File: config.mk
export PLATFORM = sky130hd
export DESIGN_NAME = lvl_fifo
export DESIGN_NICKNAME = d
export VERILOG_FILES = /design/src/rtl/lvl_fifo_pkg.sv /design/src/rtl/lvl_fifo_store.sv /design/src/rtl/lvl_fifo_thresh.sv /design/src/rtl/lvl_fifo.sv
export SDC_FILE = /design/constraint.sdc
export NUM_CORES = 1
export LEC_CHECK = 0
export BUFFER_PORTS_ARGS = -buffer_cell sky130_fd_sc_hd__buf_2
export CAP_MARGIN = 10
export CORE_ASPECT_RATIO = 1.2
export CORE_MARGIN = 1.5
export CORE_UTILIZATION = 40
export DETAILED_ROUTE_END_ITERATION = 10
export PLACE_DENSITY = 0.68
export SETUP_SLACK_MARGIN = 0.5
export SKIP_CTS_REPAIR_TIMING = 1
export SYNTH_ARGS = -nofsm -noshare
export SYNTH_HDL_FRONTEND = slang
export SYNTH_HIERARCHICAL = 1
export SYNTH_SLANG_ARGS = --single-unit
export TNS_END_PERCENT = 30
File: constraint.sdc
create_clock -name clk -period 11.72 [get_ports clk]
set_clock_uncertainty 0.2 [all_clocks]
set_input_delay 0.586 -clock clk [delete_from_list [all_inputs] [get_ports clk]]
set_output_delay 0.586 -clock clk [all_outputs]
set_load 0.05 [all_outputs]
File: src/rtl/lvl_fifo_pkg.sv
package lvl_fifo_pkg;
  localparam int FIFO_DEPTH = 32;
  localparam int FIFO_WIDTH = 16;
  localparam int LVL_W      = $clog2(FIFO_DEPTH);
  localparam int CNT_W      = LVL_W + 1;

  typedef struct packed {
    logic [LVL_W-1:0] af_level;
    logic [LVL_W-1:0] ae_level;
    logic             rx_dma_en;
    logic             tx_dma_en;
  } lvl_cfg_t;
endpackage

File: src/rtl/lvl_fifo_store.sv
module lvl_fifo_store #(
  parameter int DEPTH = 32,
  parameter int WIDTH = 16,
  localparam int PW = $clog2(DEPTH),
  localparam int CW = PW + 1
) (
  input  logic             clk,
  input  logic             rst_n,
  input  logic             push,
  input  logic             pop,
  input  logic [WIDTH-1:0] wdata,
  output logic [WIDTH-1:0] rdata,
  output logic [CW-1:0]    count,
  output logic [CW-1:0]    count_nxt
);
  // DEPTH must be a power of two: pointers wrap by truncation.
  localparam logic [CW-1:0] FULL = CW'(DEPTH);

  logic [WIDTH-1:0] mem [DEPTH];
  logic [PW-1:0]    start_q, start_d, wr_idx;
  logic [CW-1:0]    cnt_q, cnt_d;
  logic             do_push, do_pop;

  always_comb begin
    do_push = push && (cnt_q != FULL);
    do_pop  = pop && (cnt_q != '0);
    wr_idx  = start_q + cnt_q[PW-1:0];
    start_d = start_q;
    cnt_d   = cnt_q;
    if (do_pop) start_d = start_q + 1'b1;
    case ({do_push, do_pop})
      2'b10:   cnt_d = cnt_q + 1'b1;
      2'b01:   cnt_d = cnt_q - 1'b1;
      default: cnt_d = cnt_q;
    endcase
  end

  always_ff @(posedge clk or negedge rst_n) begin
    if (!rst_n) begin
      start_q <= '0;
      cnt_q   <= '0;
    end else begin
      start_q <= start_d;
      cnt_q   <= cnt_d;
    end
  end

  always_ff @(posedge clk) begin
    if (do_push) mem[wr_idx] <= wdata;
  end

  assign rdata     = mem[start_q];
  assign count     = cnt_q;
  assign count_nxt = cnt_d;
endmodule

File: src/rtl/lvl_fifo_thresh.sv
module lvl_fifo_thresh
  import lvl_fifo_pkg::*;
#(
  parameter int DEPTH = FIFO_DEPTH,
  localparam int CW = $clog2(DEPTH) + 1
) (
  input  logic           clk,
  input  logic           rst_n,
  input  logic [CW-1:0]  count_nxt,
  input  logic           cfg_wr,
  input  lvl_cfg_t       cfg_in,
  input  logic           dir_rx,
  input  logic           xfer_active,
  output logic           flag_rx,
  output logic           flag_tx,
  output logic           rx_req,
  output logic           tx_req
);
  lvl_cfg_t cfg_q, cfg_d;
  logic     frx_d, ftx_d, rrq_d, trq_d;
  logic     rx_hit, tx_hit;

  always_comb begin
    cfg_d  = cfg_wr ? cfg_in : cfg_q;
    rx_hit = dir_rx && (count_nxt > {1'b0, cfg_d.af_level});
    tx_hit = !dir_rx && (count_nxt < {1'b0, cfg_d.ae_level});
    frx_d  = 1'b0;
    ftx_d  = 1'b0;
    rrq_d  = rx_req;
    trq_d  = tx_req;
    if (xfer_active || (count_nxt != '0)) begin
      rrq_d = rx_hit && cfg_d.rx_dma_en;
      frx_d = rx_hit && !cfg_d.rx_dma_en;
      trq_d = tx_hit && cfg_d.tx_dma_en;
      ftx_d = tx_hit && !cfg_d.tx_dma_en;
    end
  end

  always_ff @(posedge clk or negedge rst_n) begin
    if (!rst_n) begin
      cfg_q.af_level  <= LVL_W'(DEPTH - 1);
      cfg_q.ae_level  <= '0;
      cfg_q.rx_dma_en <= 1'b0;
      cfg_q.tx_dma_en <= 1'b0;
      flag_rx         <= 1'b0;
      flag_tx         <= 1'b0;
      rx_req          <= 1'b0;
      tx_req          <= 1'b0;
    end else begin
      if (cfg_wr) cfg_q <= cfg_d;
      flag_rx <= frx_d;
      flag_tx <= ftx_d;
      rx_req  <= rrq_d;
      tx_req  <= trq_d;
    end
  end
endmodule

File: src/rtl/lvl_fifo.sv
module lvl_fifo
  import lvl_fifo_pkg::*;
(
  input  logic                  clk,
  input  logic                  rst_n,
  input  logic                  host_wr,
  input  logic [FIFO_WIDTH-1:0] host_wdata,
  input  logic                  host_rd,
  input  logic                  card_wr,
  input  logic [FIFO_WIDTH-1:0] card_wdata,
  input  logic                  card_rd,
  output logic [FIFO_WIDTH-1:0] head_data,
  input  logic                  cfg_wr,
  input  logic [LVL_W-1:0]      cfg_af_level,
  input  logic [LVL_W-1:0]      cfg_ae_level,
  input  logic                  cfg_rx_dma_en,
  input  logic                  cfg_tx_dma_en,
  input  logic                  dir_rx,
  input  logic                  xfer_active,
  output logic [CNT_W-1:0]      fill_count,
  output logic                  flag_rx,
  output logic                  flag_tx,
  output logic                  rx_dma_req,
  output logic                  tx_dma_req
);
  logic                  push_sel, pop_sel;
  logic [FIFO_WIDTH-1:0] wdata_sel;
  logic [CNT_W-1:0]      cnt_nxt;
  lvl_cfg_t              cfg_in;

  always_comb begin
    push_sel  = dir_rx ? card_wr : host_wr;
    pop_sel   = dir_rx ? host_rd : card_rd;
    wdata_sel = dir_rx ? card_wdata : host_wdata;
    cfg_in.af_level  = cfg_af_level;
    cfg_in.ae_level  = cfg_ae_level;
    cfg_in.rx_dma_en = cfg_rx_dma_en;
    cfg_in.tx_dma_en = cfg_tx_dma_en;
  end

  lvl_fifo_store #(.DEPTH(FIFO_DEPTH), .WIDTH(FIFO_WIDTH)) u_store (
    .clk       (clk),
    .rst_n     (rst_n),
    .push      (push_sel),
    .pop       (pop_sel),
    .wdata     (wdata_sel),
    .rdata     (head_data),
    .count     (fill_count),
    .count_nxt (cnt_nxt)
  );

  lvl_fifo_thresh #(.DEPTH(FIFO_DEPTH)) u_thresh (
    .clk         (clk),
    .rst_n       (rst_n),
    .count_nxt   (cnt_nxt),
    .cfg_wr      (cfg_wr),
    .cfg_in      (cfg_in),
    .dir_rx      (dir_rx),
    .xfer_active (xfer_active),
    .flag_rx     (flag_rx),
    .flag_tx     (flag_tx),
    .rx_req      (rx_dma_req),
    .tx_req      (tx_dma_req)
  );
endmodule

# After elaboration in Yosys (flattened, before gate mapping)
# Memory sizes are Yosys's and may differ from the RTL's.
# Cells that the tools add are included.
# word_totals
word_cells	43
output_inout_bits	26
n_memories	1
regBits	27
ramBits	512
# memory_table
name	depth	word_bits	read_ports	rd_clocked_by_memory_dff	wr	line_no	rtl
u_store.mem	32	16	1	0	1	lvl_fifo_store.sv:19	logic [WIDTH-1:0] mem [DEPTH];
# classes
addsub	4
n_reduce_logical	14
mux	9
eq_ne	3
magnitude_cmp	2
# ops
operator	n
16-bit 2-to-1 mux	1
12-bit 2-to-1 mux	1
6-bit case mux with 2 select lines	1
6-bit nonzero test	2
1-bit logical AND	8
6-bit by 1-bit adder with 6-bit output, second input constant	1
6-bit by 5-bit greater-than comparator with 1-bit output	1
6-bit by 5-bit < comparator with 1-bit output	1
1-bit 2-to-1 mux	6
6-bit inequality test, second input constant	1
6-bit by 1-bit subtractor with 6-bit output, second input constant	1
5-bit by 1-bit adder with 5-bit output, second input constant	1
5-bit adder	1
1-bit logical NOT	3
2-bit by 1-bit == test with 1-bit output, second input constant	1
2-bit == test, second input constant	1
1-bit logical OR	1

# Longest topological paths before layout
# Gate-level depths: netlist of the first run.
# depth
word_depth	8
ltp_mapped	18

# By module
# The synthesis of the first run kept the hierarchy.
# modules_own_cells
module	area_each_um2	n_inst	cells_per_inst
lvl_fifo_store	20420.8	1	867
lvl_fifo_thresh	880.8	1	73
lvl_fifo	271.5	1	20

# Worst setup path before layout of the first run
# Ideal clock, no wire load.
# synth_timing
kind	flip-flop to flip-flop
startpoint	reg u_store.cnt_q[3] (netlist: u_store/count[3])
endpoint	reg u_thresh.flag_rx
n_path_buf	2
setup_slack_ns	7.510
arrival_time_ns	3.930
path_stages_with_launch	17
required_ns	11.440
path_cell_list	dfrtp_1 > buf_2 > or3_1 > o31a_1 > buf_2 > ha_1 > inv_1 > mux2i_1 > a222oi_1 > xnor2_1 > nor2_1 > xor2_1 > ha_1 > and4b_1 > a31o_1 > a31oi_1 > nor3b_2
# synth_via
elab_chain_len	8
# synth_rtl
element	line_no	rtl
start: declaration	lvl_fifo_store.sv:21	logic [CW-1:0] cnt_q, cnt_d;
start signal: assignment	lvl_fifo_store.sv:44	cnt_q <= cnt_d;
branches (longest 3 deep; another with 6-bit by 1-bit subtractor with 6-bit output)	--	
6-bit case mux with 2 select lines (*)	lvl_fifo_store.sv:31	case ({do_push, do_pop})
named net cnt_nxt[3]	lvl_fifo.sv:28	logic [CNT_W-1:0] cnt_nxt;
6-bit by 5-bit greater-than comparator with 1-bit output	lvl_fifo_thresh.sv:25	rx_hit = dir_rx && (count_nxt > {1'b0, cfg_d.af_level});
1-bit logical AND	lvl_fifo_thresh.sv:25	
1-bit logical AND	lvl_fifo_thresh.sv:33	frx_d = rx_hit && !cfg_d.rx_dma_en;
1-bit 2-to-1 mux (*)	lvl_fifo_thresh.sv:31	if (xfer_active || (count_nxt != '0)) begin
named net u_thresh.frx_d	lvl_fifo_thresh.sv:20	logic frx_d, ftx_d, rrq_d, trq_d;
end signal: assignment	lvl_fifo_thresh.sv:51	flag_rx <= frx_d;
end: declaration	lvl_fifo_thresh.sv:14	output logic flag_rx,
# Mark *: on every way through the listed nets, which the timed path passes.
# A chain may end at the register's enable or synchronous reset.

# Final worst setup path of the first run
# layout_timing
startpoint	reg u_store.start_q[1]
endpoint	out head_data[13]
# layout_via
elab_chain_len	1
# layout_rtl
element	line_no	rtl
start: declaration	lvl_fifo_store.sv:20	logic [PW-1:0] start_q, start_d, wr_idx;
start signal: assignment	lvl_fifo_store.sv:43	start_q <= start_d;
memory read 32 x 16 bit	--	
end: declaration	lvl_fifo.sv:12	output logic [FIFO_WIDTH-1:0] head_data,
# No other way between the ends.

==> key figures, run 1 <==
Clocking
  – CTS tree: built
  – Total clock sinks: 539
  – H-tree depth: 2
  – Clk_lat worst skew: 0.58 ns
  – Clock Pin Slew Worst Setup and Hold Paths: 0.06 ns
  – Clock root buffer: clkbuf_16
  – Clock buffer depth: 3
  – TritonCTS buffer count: 53

Power
  – Worst-case vdd ir drop: 0.215 mV
  – P_leak: 7.86 nW
  – Pwr per Cell Area: 275 mW/mm²

Yosys
  – Syn nets: 1030
  – XOR/XNOR Fraction of Synth Area: 0.690%
  – Multiplexer share of the synthesized area: 19.4%
  – Syn Inst Count: 960
  – Post-synthesis compound-gate area fraction: 0.969%
  – Adder and majority gate portion of the synthesized area: 1.02%
  – Mapped cell area: 0.0216 mm²
  – YS warnings: 6
  – Post-synth ARST share: 5.01%
  – Largest family of logic cells by synthesized area: multiplexers
  – Unique masters post-synth: 55
  – Synthesized-area fraction occupied by and/or/nand/nor cells: 2.02%
  – Mean area per synthesized cell: 22.5 µm²
  – Sequential area share after synthesis: 74.4%
  – Number of flops mapped to enable cells by yosys: 512
  – Top FF cell, synth: edfxtp_1
  – Register bit total from synthesis: 539

Timing
  – Maximum clock frequency: 198 MHz
  – Slew of the pin with the lowest slew margin: 1.25 ns
  – Endpoints failing hold: 0
  – Hold Slack: 0.0474 ns
  – Relative slew slack: 16.7%
  – Setup Viol. Count Final: 0
  – Fin. max-slew vios: 0
  – Final TNS setup: 0 ns
  – RSZ-0062 raised after global routing: false
  – Minimum clock period: 5.06 ns
  – Setup WS post-layout: 6.66 ns
  – Final worst-path cycle share: 43.2%

Run status
  – Status: complete, no violations

Critical path
  – Slowest CP cell: buf_4
  – Cell family with most CP delay: buffers and inverters
  – Setup crit end kind: primary output
  – Critical Path RT: 10.93 ns
  – Buf/Inv on CP: 3
  – CP peak stage delay: 0.85 ns
  – Worst path depth: 6
  – R2r worst-path depth: 14
  – CP Data Arrival Time: 4.27 ns
  – CP Max Fanout: 75
  – WS Path Type: flip-flop to primary output
  – Startpoint type of the worst setup path: flip-flop
  – CP Cell Sequence: buf_4 -> buf_4 -> mux4_2 -> mux4_2 -> mux2_2 -> buf_2

Floorplan
  – Die W: 215 µm
  – Placement row count: 93
  – Die Span Y: 257 µm
  – Starting Density: 40.3%
  – Die area: 0.0553 mm²
  – Core area: 0.0535 mm²
  – IO Pins: 79

Global routing
  – Vias in the first global route: 10300
  – Gr usage total: 16.4%
  – Total gr overflow: 0
  – Largest net degree at the start of global routing: 113
  – Initial antenna violation count: 3
  – Global-route wire length before repair: 67200 µm

Cells and area
  – Share of cells above drive strength 1: 37.9%
  – N_diodes: 0
  – Area Growth Syn to Fin: 13.9%
  – Layout Cells excl Fill: 1815
  – Layout Nets: 1129
  – Final core utilization: 45.9%

Detailed routing
  – Avg WL per Cell: 24.5 µm
  – DRC: 0
  – Initial DRT Pass Iterations: 5
  – Routed Antenna Nets: 0
  – Drt initial violations: 1039
  – DR vias/cell: 5.46
  – Total Wirelength: 44500 µm
  – Vias: 9908

Placed design
  – Dpl ws: 7.14 ns
  – Port buffer count: 78
  – GPL Wtd Cong: 0.816
  – Placed cells: 1713
  – Hpwl dp: 26500 µm

Run
  – Max cap viols: 0

Hold path
  – Hold WC Path Type: input pin to flip-flop
  – Worst Hold Path Cells: 2
## sequential cells by signal, indices dropped and copies added, names as in the netlist
name and count:
u_store/mem 512, u_store/count 6, u_thresh/flag_tx 1, u_thresh/rx_req 1, u_thresh/cfg_q 12, u_thresh/tx_req 1, u_thresh/flag_rx 1, u_store/start_q 5
## final timing paths
kind	startpoint	end	slack, ns
min in group asynchronous	rst_n	u_thresh/tx_req	0.35
worst max register to register	u_store/count[3]	u_thresh/flag_rx	7.30
worst min register to register	u_thresh/cfg_q[2]	u_thresh/cfg_q[2]	0.30
worst max-delay path	u_store/start_q[1]	head_data[13]	6.66
worst min-delay path	cfg_ae_level[3]	u_thresh/cfg_q[5]	0.05
max in group asynchronous	rst_n	u_store/start_q[1]	10.49
## kinds of logic (layout without fill, tap and decap cells)
group                      Yosys count  in the layout
adders and majority gates           17             17
AOI/OAI and AO/OA                   28             28
buffers and inverters               62            205
muxes                              209            209
DFF                                539            539
and+or+nand+nor                     88             88
xor gates and xnor gates            17             17
## power breakdown
group | leakage (nW) | switching [mW] | internal (mW)
logic | 2.07 | 1.47 | 0.946
clock network | 0.864 | 0.693 | 1.00
registers | 4.92 | 0.145 | 2.50
total | 7.86 | 2.31 | 4.45
## metal layers
metal | part of all wire [%] | track usage, % | vias up
met3 | 6.8 | 2.48 | 68
met1 | 43 | 23.4 | 5222
met4 | 1.9 | 4.74 | 0
met2 | 49 | 26.3 | 388
met5 | 0 | 0 | -
li1 | - | - | 4230
## Yosys cell counts (5+ instances only)
| cell | instances | area [µm²] |
|---|---|---|
| dfrtp_1 | 22 | 551 |
| buf_2 | 7 | 35.0 |
| xnor2_1 | 11 | 96.3 |
| ha_1 | 16 | 200 |
| mux4_2 | 160 | 3600 |
| edfxtp_1 | 512 | 15400 |
| mux2_2 | 37 | 417 |
| or3_1 | 8 | 50.1 |
| buf_4 | 11 | 82.6 |
| inv_1 | 16 | 60.1 |
| a21oi_1 | 6 | 30.0 |
| nor2_1 | 39 | 146 |
| nand2_1 | 10 | 37.5 |
| buf_1 | 10 | 37.5 |
| mux2_4 | 11 | 165 |
| dfstp_2 | 5 | 131 |
| xor2_1 | 6 | 52.6 |
| nand3_1 | 7 | 35.0 |
| clkbuf_1 | 16 | 60.1 |
## cells in the final DEF, fill, tap and decap left out, types with 2 or more instances in the layout
master       n
buf_4        8
mux2_2      37
o21ai_0      2
mux4_2     160
dfrtp_1     18
clkinv_1    10
bufinv_16    5
a21oi_1      6
nand2_1     10
inv_1       16
a21o_1       3
dfrtp_2      2
edfxtp_1   512
clkbuf_1    11
or3_1        8
nand4_1      2
buf_8        2
clkbuf_16   55
nand3_1      7
xor2_1       6
mux2_4      11
nor3_1       2
or2_2        3
ha_1        16
clkinv_2    10
clkbuf_8     6
a211oi_1     2
nor2_1      11
dfstp_2      5
dfrtp_4      2
buf_2       78
nor4_1       2
nor2b_1      3
xnor2_1     11
nand3b_1     2
and2_1       3
nor2_2      28
## stage by stage
step                      power [mW]  area (µm²)
after global placement          5.08       22800
after global routing            7.05       24600
final                           6.76       24600
after floorplan                 4.38       21600
after detailed placement        5.13       22800
after CTS                       6.82       24500
## cell type report
| type | instances | area, µm² |
|---|---|---|
| timing repair buffer | 90 | 510 |
| tap | 712 | 891 |
| clock inverter | 27 | 254 |
| fill | 4422 | 29000 |
| sequential | 539 | 16100 |
| inverter | 16 | 60.1 |
| clock buffer | 72 | 1500 |
| multi-input combinational | 359 | 5280 |
(Power assumes the default switching activity.)
==> run 2, diff against run 1 <==
ABC_AREA = 1   (was default)
PLACE_DENSITY = 0.7   (was 0.68)
clock period = 4.34 ns   (was 11.72 ns; I/O delays follow)
==> run 2 against run 1 <==
Net effect:
- the run now ends with negative hold slack left
- synthesized cell count increased by 85%
- clock-buffer cell count fell by 16
- sequential share of layout area is 2.2 points lower
- register-to-register slack worse by 6.4 ns
- combinational power rose to 3.1 times the previous value
- clock power is 150% higher
- synthesized area increased by 2.6%
- critical path type unchanged
- largest power group is now combinational cells
==> key figures, run 2 <==
Cells and area
  – Biggest register: u_store/mem (unchanged)
  – N_diodes: 0 (unchanged)
  – Most common cell after layout, fill and taps aside: edfxtp_1 (unchanged)
  – Share of cells above drive strength 1: 13.4% (was 37.9%)
  – Number of fillers in the final layout: 4810 (was 4422)
  – Most frequent cells in the layout: edfxtp_1, nor2_1, o21ai_0, nand2_1, buf_2 (was edfxtp_1, mux4_2, buf_2, clkbuf_16, mux2_2)
  – Layout Nets: 1955 (was 1129)
  – Area Growth Syn to Fin: 14.7% (was 13.9%)
  – Max FFs per register: 512 (unchanged)
  – Design area: 0.0254 mm² (was 0.0246 mm²)

Clocking
  – Clock Pin Slew Worst Setup and Hold Paths: 0.07 ns (was 0.06 ns)
  – Clock buffer depth: 3 (unchanged)
  – H-tree depth: 2 (unchanged)
  – Total clock sinks: 539 (unchanged)
  – Clk_lat worst skew: 0.57 ns (was 0.58 ns)
  – Clock root buffer: clkbuf_16 (unchanged)
  – TritonCTS buffer count: 46 (was 53)
  – CTS tree: built (unchanged)

Detailed routing
  – Routed Antenna Nets: 0 (unchanged)
  – Met2 routed WL: 27800 µm (was 21600 µm)
  – Top Layer Used: met4 (unchanged)
  – Avg WL per Cell: 21.5 µm (was 24.5 µm)
  – DR vias/cell: 5.64 (was 5.46)
  – Vias: 14900 (was 9908)
  – Metal3 WL: 4720 µm (was 3010 µm)
  – Total Wirelength: 56800 µm (was 44500 µm)
  – Initial DRT Pass Iterations: 5 (unchanged)
  – M1 wire length: 22200 µm (was 18900 µm)
  – Drt initial violations: 1655 (was 1039)
  – DRC: 0 (unchanged)

Yosys
  – Number of flops mapped to enable cells by yosys: 512 (unchanged)
  – Synth top cells by count: edfxtp_1, nor2_1, o21ai_0, nand2_1, o22ai_1 (was edfxtp_1, mux4_2, nor2_1, mux2_2, dfrtp_1)
  – Mapped cell area: 0.0221 mm² (was 0.0216 mm²)
  – Unique masters post-synth: 40 (was 55)
  – Top FF cell, synth: edfxtp_1 (unchanged)
  – Area contributors post-synth: edfxtp_1, o21ai_0, nor2_1 (was edfxtp_1, mux4_2, dfrtp_1)
  – Syn Inst Count: 1772 (was 960)
  – Syn nets: 1842 (was 1030)
  – Cell taking the most area after synthesis: edfxtp_1 (unchanged)
  – Post-synth top area share: 69.4% (was 71.3%)
  – YS warnings: 6 (unchanged)
  – Register bit total from synthesis: 539 (unchanged)
  – Mean area per synthesized cell: 12.5 µm² (was 22.5 µm²)
  – Sequential area share after synthesis: 72.5% (was 74.4%)
  – Count leader, synth: edfxtp_1 (unchanged)
  – Post-synth ARST share: 5.01% (unchanged)

Timing
  – Hold Slack: -0.0339 ns (was 0.0474 ns)
  – Relative slew slack: 15.4% (was 16.7%)
  – Endpoints failing hold: 3 (was 0)
  – Slew of the pin with the lowest slew margin: 1.27 ns (was 1.25 ns)
  – Final worst-path cycle share: 87.2%
  – RSZ-0062 raised after global routing: true (was false)
  – Maximum clock frequency: 264 MHz
  – Setup Viol. Count Final: 0 (unchanged)
  – Final TNS setup: 0 ns (unchanged)
  – Setup WS post-layout: 0.556 ns (was 6.66 ns)
  – Minimum clock period: 3.78 ns
  – Fin. max-slew vios: 0 (unchanged)

Critical path
  – Setup crit end kind: primary output (unchanged)
  – Startpoint type of the worst setup path: flip-flop (unchanged)
  – CP Max Fanout: 74 (was 75)
  – CP Data Arrival Time: 3.37 ns (was 4.27 ns)
  – CP peak stage delay: 0.47 ns (was 0.85 ns)
  – WS Path Type: flip-flop to primary output (unchanged)
  – Slowest CP cell: buf_4 (unchanged)
  – Critical Path RT: 3.92 ns (was 10.93 ns)
  – Crit path launch: u_store/start_q[0] (was u_store/start_q[1])
  – CP Cell Sequence: buf_4 -> inv_16 -> buf_12 -> o21ai_0 -> o221ai_1 -> o211ai_1 -> nand3_1 -> o21ai_1 -> inv_1 -> buf_2 (was buf_4 -> buf_4 -> mux4_2 -> mux4_2 -> mux2_2 -> buf_2)
  – Worst r2r src: u_store/count[0] (was u_store/count[3])

Floorplan
  – Core area: 0.0548 mm² (was 0.0535 mm²)
  – Placement row count: 94 (was 93)
  – Die Span Y: 261 µm (was 257 µm)
  – Die area: 0.0568 mm² (was 0.0553 mm²)
  – Die W: 218 µm (was 215 µm)
  – IO Pins: 79 (unchanged)
  – Starting Density: 40.4% (was 40.3%)

Power
  – Worst-case vdd ir drop: 0.793 mV (was 0.215 mV)
  – Pwr per Cell Area: 733 mW/mm² (was 275 mW/mm²)
  – P_leak: 8.78 nW (was 7.86 nW)

Global routing
  – Vias in the first global route: 14400 (was 10300)
  – Total gr overflow: 0 (unchanged)
  – Initial antenna violation count: 0 (was 3)
  – Gr usage total: 19.4% (was 16.4%)
  – Global-route wire length before repair: 83900 µm (was 67200 µm)
  – Largest net degree at the start of global routing: 161 (was 113)

Hold path
  – Hold WC Path Type: input pin to flip-flop (unchanged)
  – Hold_sp: cfg_wr (was cfg_ae_level[3])

Run status
  – Status: complete, but fails checks (was complete, no violations)
  – Failing checks: negative hold slack

Placed design
  – Dpl ws: 0.980 ns (was 7.14 ns)
  – GPL Wtd Cong: 0.852 (was 0.816)
  – Cell Area, Placed: 0.0235 mm² (was 0.0228 mm²)
  – Port buffer count: 78 (unchanged)
  – Hpwl dp: 32400 µm (was 26500 µm)

Run
  – Max cap viols: 0 (unchanged)
run 2: final cells by class:
| cell class | instances | area (µm²) | area share (%) |
|---|---|---|---|
| clock buffers | 56 | 1250 | 4.93 |
| inverters | 68 | 280 | 1.10 |
| multi-input cells | 1056 | 5270 | 20.7 |
| well taps | 720 | 901 | 3.55 |
| clock inverters | 28 | 287 | 1.13 |
| flip-flops and latches | 539 | 16100 | 63.3 |
| repair buffers | 174 | 1350 | 5.30 |
run 2: path summary, 6_finish.rpt:
| check | to | slack, ns | cells past startpoint |
|---|---|---|---|
| min reg2reg | u_thresh/cfg_q[7] | 0.28 | 2 |
| min in group asynchronous | u_thresh/flag_rx | 0 | 2 |
| min | u_thresh/cfg_q[5] | -0.03 | 3 |
| max | head_data[13] | 0.56 | 10 |
| max in group asynchronous | u_store/start_q[1] | 3.48 | 2 |
| max reg2reg | u_store/mem[11][4] | 0.94 | 10 |
run 2: worst max-delay path: cells and delay by family, from the launching register on:
kind,cells,cell delay [ns]
AO/OA/AOI/OAI,4,0.86
flip-flops,1,0.41
buffers and inverters,5,1.20
AND/OR/NAND/NOR,1,0.25
run 2: power by group:
group          switching, mW  internal, mW  total (mW)
combinational           5.62          1.94        7.56
sequential             0.226          6.62        6.85
clock                   1.80          2.41        4.21
total                   7.65          11.0        18.6
run 2: cells by family (layout without fill, tap and decap cells):
group	count (synthesis)	after routing	share of synthesized area, %
fa+ha+maj	17	17	0.995
buf+inv	177	326	3.70
simple gates	594	594	10.9
compound gates	435	435	11.5
xor+xnor	10	10	0.396
flops	539	539	72.5
run 2: layer usage:
layer  up-vias  track usage [%]
li1       6707                -
met1      7324             25.5
met2       743             32.5
met3       119             2.60
met4         0             7.84
met5         -                0
run 2: metrics by stage:
| step | utilization [%] | total power [mW] | cells |
|---|---|---|---|
| 3_5_place_dp | 42.8 | 14.3 | 2528 |
| 5_1_grt | 46.3 | 19.5 | 2641 |
| 4_1_cts | 45.6 | 18.5 | 2612 |
| 3_3_place_gp | 42.8 | 14.1 | 2528 |
| 2_1_floorplan | - | 11.8 | 1772 |
| 6_report | 46.3 | 18.6 | 2641 |
==> run 3, diff against run 2 <==
PLACE_DENSITY = 0.63   (was 0.7)
==> run 3 against run 2 <==
Net effect:
- the run still ends with negative hold slack left
- setup slack improved by 0.15 ns
- hold slack improved by 0.015 ns
- register-to-register slack gained 0.07 ns
- die area unchanged
- total power up 0.14%
- cell area down 0.36%
- core utilization shrank 0.17 points
- critical path depth decreased by 1
==> key figures, run 3 (synthesis results as in run 2) <==
Detailed routing
  – Avg WL per Cell: 21.5 µm (about the same)
  – Routed Antenna Nets: 0 (unchanged)
  – Total Wirelength: 56500 µm (was 56800 µm)
  – DR vias/cell: 5.58 (was 5.64)
  – DRC: 0 (unchanged)
  – Initial DRT Pass Iterations: 7 (was 5)
  – Drt initial violations: 1592 (was 1655)
  – Vias: 14700 (was 14900)

Placed design
  – Dpl ws: 1.07 ns (was 0.980 ns)
  – GPL Wtd Cong: 0.835 (was 0.852)
  – Port buffer count: 78 (unchanged)
  – Hpwl dp: 32000 µm (was 32400 µm)

Critical path
  – Critical Path RT: 3.92 ns (about the same)
  – CP Max Fanout: 63 (was 74)
  – Worst r2r src: u_store/count[0] (unchanged)
  – R2r worst-path depth: 21 (was 10)
  – CP peak stage delay: 0.56 ns (was 0.47 ns)
  – CP Data Arrival Time: 3.22 ns (was 3.37 ns)
  – Setup crit end kind: primary output (unchanged)
  – Slowest CP cell: dfrtp_4 (was buf_4)
  – Startpoint type of the worst setup path: flip-flop (unchanged)
  – CP Cell Sequence: inv_8 -> buf_4 -> o21ai_0 -> o221ai_1 -> nand3_1 -> nand4_1 -> o21ai_1 -> inv_1 -> buf_2 (was buf_4 -> inv_16 -> buf_12 -> o21ai_0 -> o221ai_1 -> o211ai_1 -> nand3_1 -> o21ai_1 -> inv_1 -> buf_2)
  – Worst flop-to-flop path endpoint: u_thresh/tx_req (was u_store/mem[11][4])
  – WS Path Type: flip-flop to primary output (unchanged)
  – Flop2flop setup slack: 1.01 ns (was 0.94 ns)

Cells and area
  – N_diodes: 0 (unchanged)
  – Biggest register: u_store/mem (unchanged)
  – Max FFs per register: 512 (unchanged)
  – Area Growth Syn to Fin: 14.3% (was 14.7%)
  – Final core utilization: 46.2% (was 46.3%)
  – Most common cell after layout, fill and taps aside: edfxtp_1 (unchanged)
  – Share of cells above drive strength 1: 12.7% (was 13.4%)
  – Most frequent cells in the layout: edfxtp_1, nor2_1, o21ai_0, nand2_1, buf_2 (unchanged)
  – Layout Nets: 1942 (was 1955)

Hold path
  – Worst Hold Path Cells: 3 (unchanged)
  – Hold WC Path Type: input pin to flip-flop (unchanged)
  – Hold_sp: cfg_wr (unchanged)
  – Hold Path Sink: u_thresh/cfg_q[1] (was u_thresh/cfg_q[5])

Timing
  – Hold Slack: -0.0185 ns (was -0.0339 ns)
  – Fin. max-slew vios: 0 (unchanged)
  – RSZ-0062 raised after global routing: false (was true)
  – Endpoints failing hold: 3 (unchanged)
  – Final worst-path cycle share: 83.7% (was 87.2%)
  – Maximum clock frequency: 275 MHz (was 264 MHz)
  – Setup Viol. Count Final: 0 (unchanged)
  – Final TNS setup: 0 ns (unchanged)
  – Slew of the pin with the lowest slew margin: 1.25 ns (was 1.27 ns)
  – Minimum clock period: 3.63 ns (was 3.78 ns)
  – Setup WS post-layout: 0.707 ns (was 0.556 ns)
  – Relative slew slack: 16.7% (was 15.4%)

Floorplan
  – Die area: 0.0568 mm² (unchanged)
  – Die W: 218 µm (unchanged)
  – Die Span Y: 261 µm (unchanged)
  – Core area: 0.0548 mm² (unchanged)
  – Placement row count: 94 (unchanged)
  – Starting Density: 40.4% (unchanged)
  – IO Pins: 79 (unchanged)

Global routing
  – Global-route wire length before repair: 85900 µm (was 83900 µm)
  – Vias in the first global route: 14300 (was 14400)
  – Initial antenna violation count: 1 (was 0)
  – Gr usage total: 19.9% (was 19.4%)
  – Largest net degree at the start of global routing: 159 (was 161)
  – Total gr overflow: 0 (unchanged)

Power
  – P_leak: 8.71 nW (was 8.78 nW)
  – Pwr per Cell Area: 737 mW/mm² (was 733 mW/mm²)
  – Worst-case vdd ir drop: 0.617 mV (was 0.793 mV)
  – Design Power: 18.6 mW (about the same)

Clocking
  – H-tree depth: 2 (unchanged)
  – Clock Pin Slew Worst Setup and Hold Paths: 0.06 ns (was 0.07 ns)
  – Clock root buffer: clkbuf_16 (unchanged)
  – Total clock sinks: 539 (unchanged)
  – CTS tree: built (unchanged)
  – Clk_lat worst skew: 0.56 ns (was 0.57 ns)
  – Clock buffer depth: 3 (unchanged)
  – TritonCTS buffer count: 50 (was 46)

Run status
  – Status: complete, but fails checks (unchanged)
  – Failing checks: negative hold slack (unchanged)

Run
  – Max cap viols: 0 (unchanged)
-- run 3: cell types whose count changed in the layout (fill, tap and decap cells not counted), sizes merged --
cell	change
buf	-16
bufinv	+2
clkbuf	+6
clkinv	-1
-- run 3: power by group --
| group | internal (mW) | total [mW] | switching (mW) |
|---|---|---|---|
| logic | 1.84 | 7.30 | 5.46 |
| registers | 6.63 | 6.86 | 0.236 |
| clock network | 2.62 | 4.48 | 1.85 |
-- run 3: worst max path at each step --
stage,slack (ns),cells past startpoint,endpoint,startpoint
final,0.71,9,head_data[13],u_store/start_q[0]
after global routing,0.53,22,u_thresh/flag_rx,u_store/count[0]
after CTS,0.66,9,head_data[13],u_store/start_q[0]
after detailed placement,1.07,21,u_thresh/tx_req,u_store/count[0]
after global placement,1.13,10,u_store/mem[9][1],u_store/start_q[0]
after floorplan,0.93,9,u_store/mem[12][0],u_store/count[0]
-- run 3: layout make-up --
type	instances	area, µm²
inverters	68	272
repair buffers	157	1130
fillers	4895	29500
clock inverters	29	335
multi-input cells	1056	5280
well taps	720	901
flip-flops and latches	539	16100
clock buffers	63	1320
-- run 3: worst max-delay path, delay by kind of cell (launching register included) --
kind,cells,cell delay (ns)
flops,1,0.56
simple gates,2,0.44
compound gates,3,0.43
buf+inv,4,1.17
-- run 3: routing by layer --
layer / vias up / global-route usage, % / part of all wire (%)
li1: 6677 / - / -
met1: 7314 / 25.9 / 41
met2: 567 / 33.2 / 48
met3: 126 / 3.30 / 6.8
met4: 2 / 7.89 / 3.7
met5: - / 0 / 0.021
-- run 3: through the flow --
| stage | hold WS, ns | area [µm²] | std cells |
|---|---|---|---|
| 3_5_place_dp | 0.0704 | 23400 | 2514 |
| 2_1_floorplan | -0.279 | 22100 | 1772 |
| 3_3_place_gp | 0.0689 | 23400 | 2514 |
| 6_report | -0.0185 | 25300 | 2632 |
| 4_1_cts | -0.534 | 25000 | 2606 |
| 5_1_grt | 0.0000368 | 25300 | 2632 |
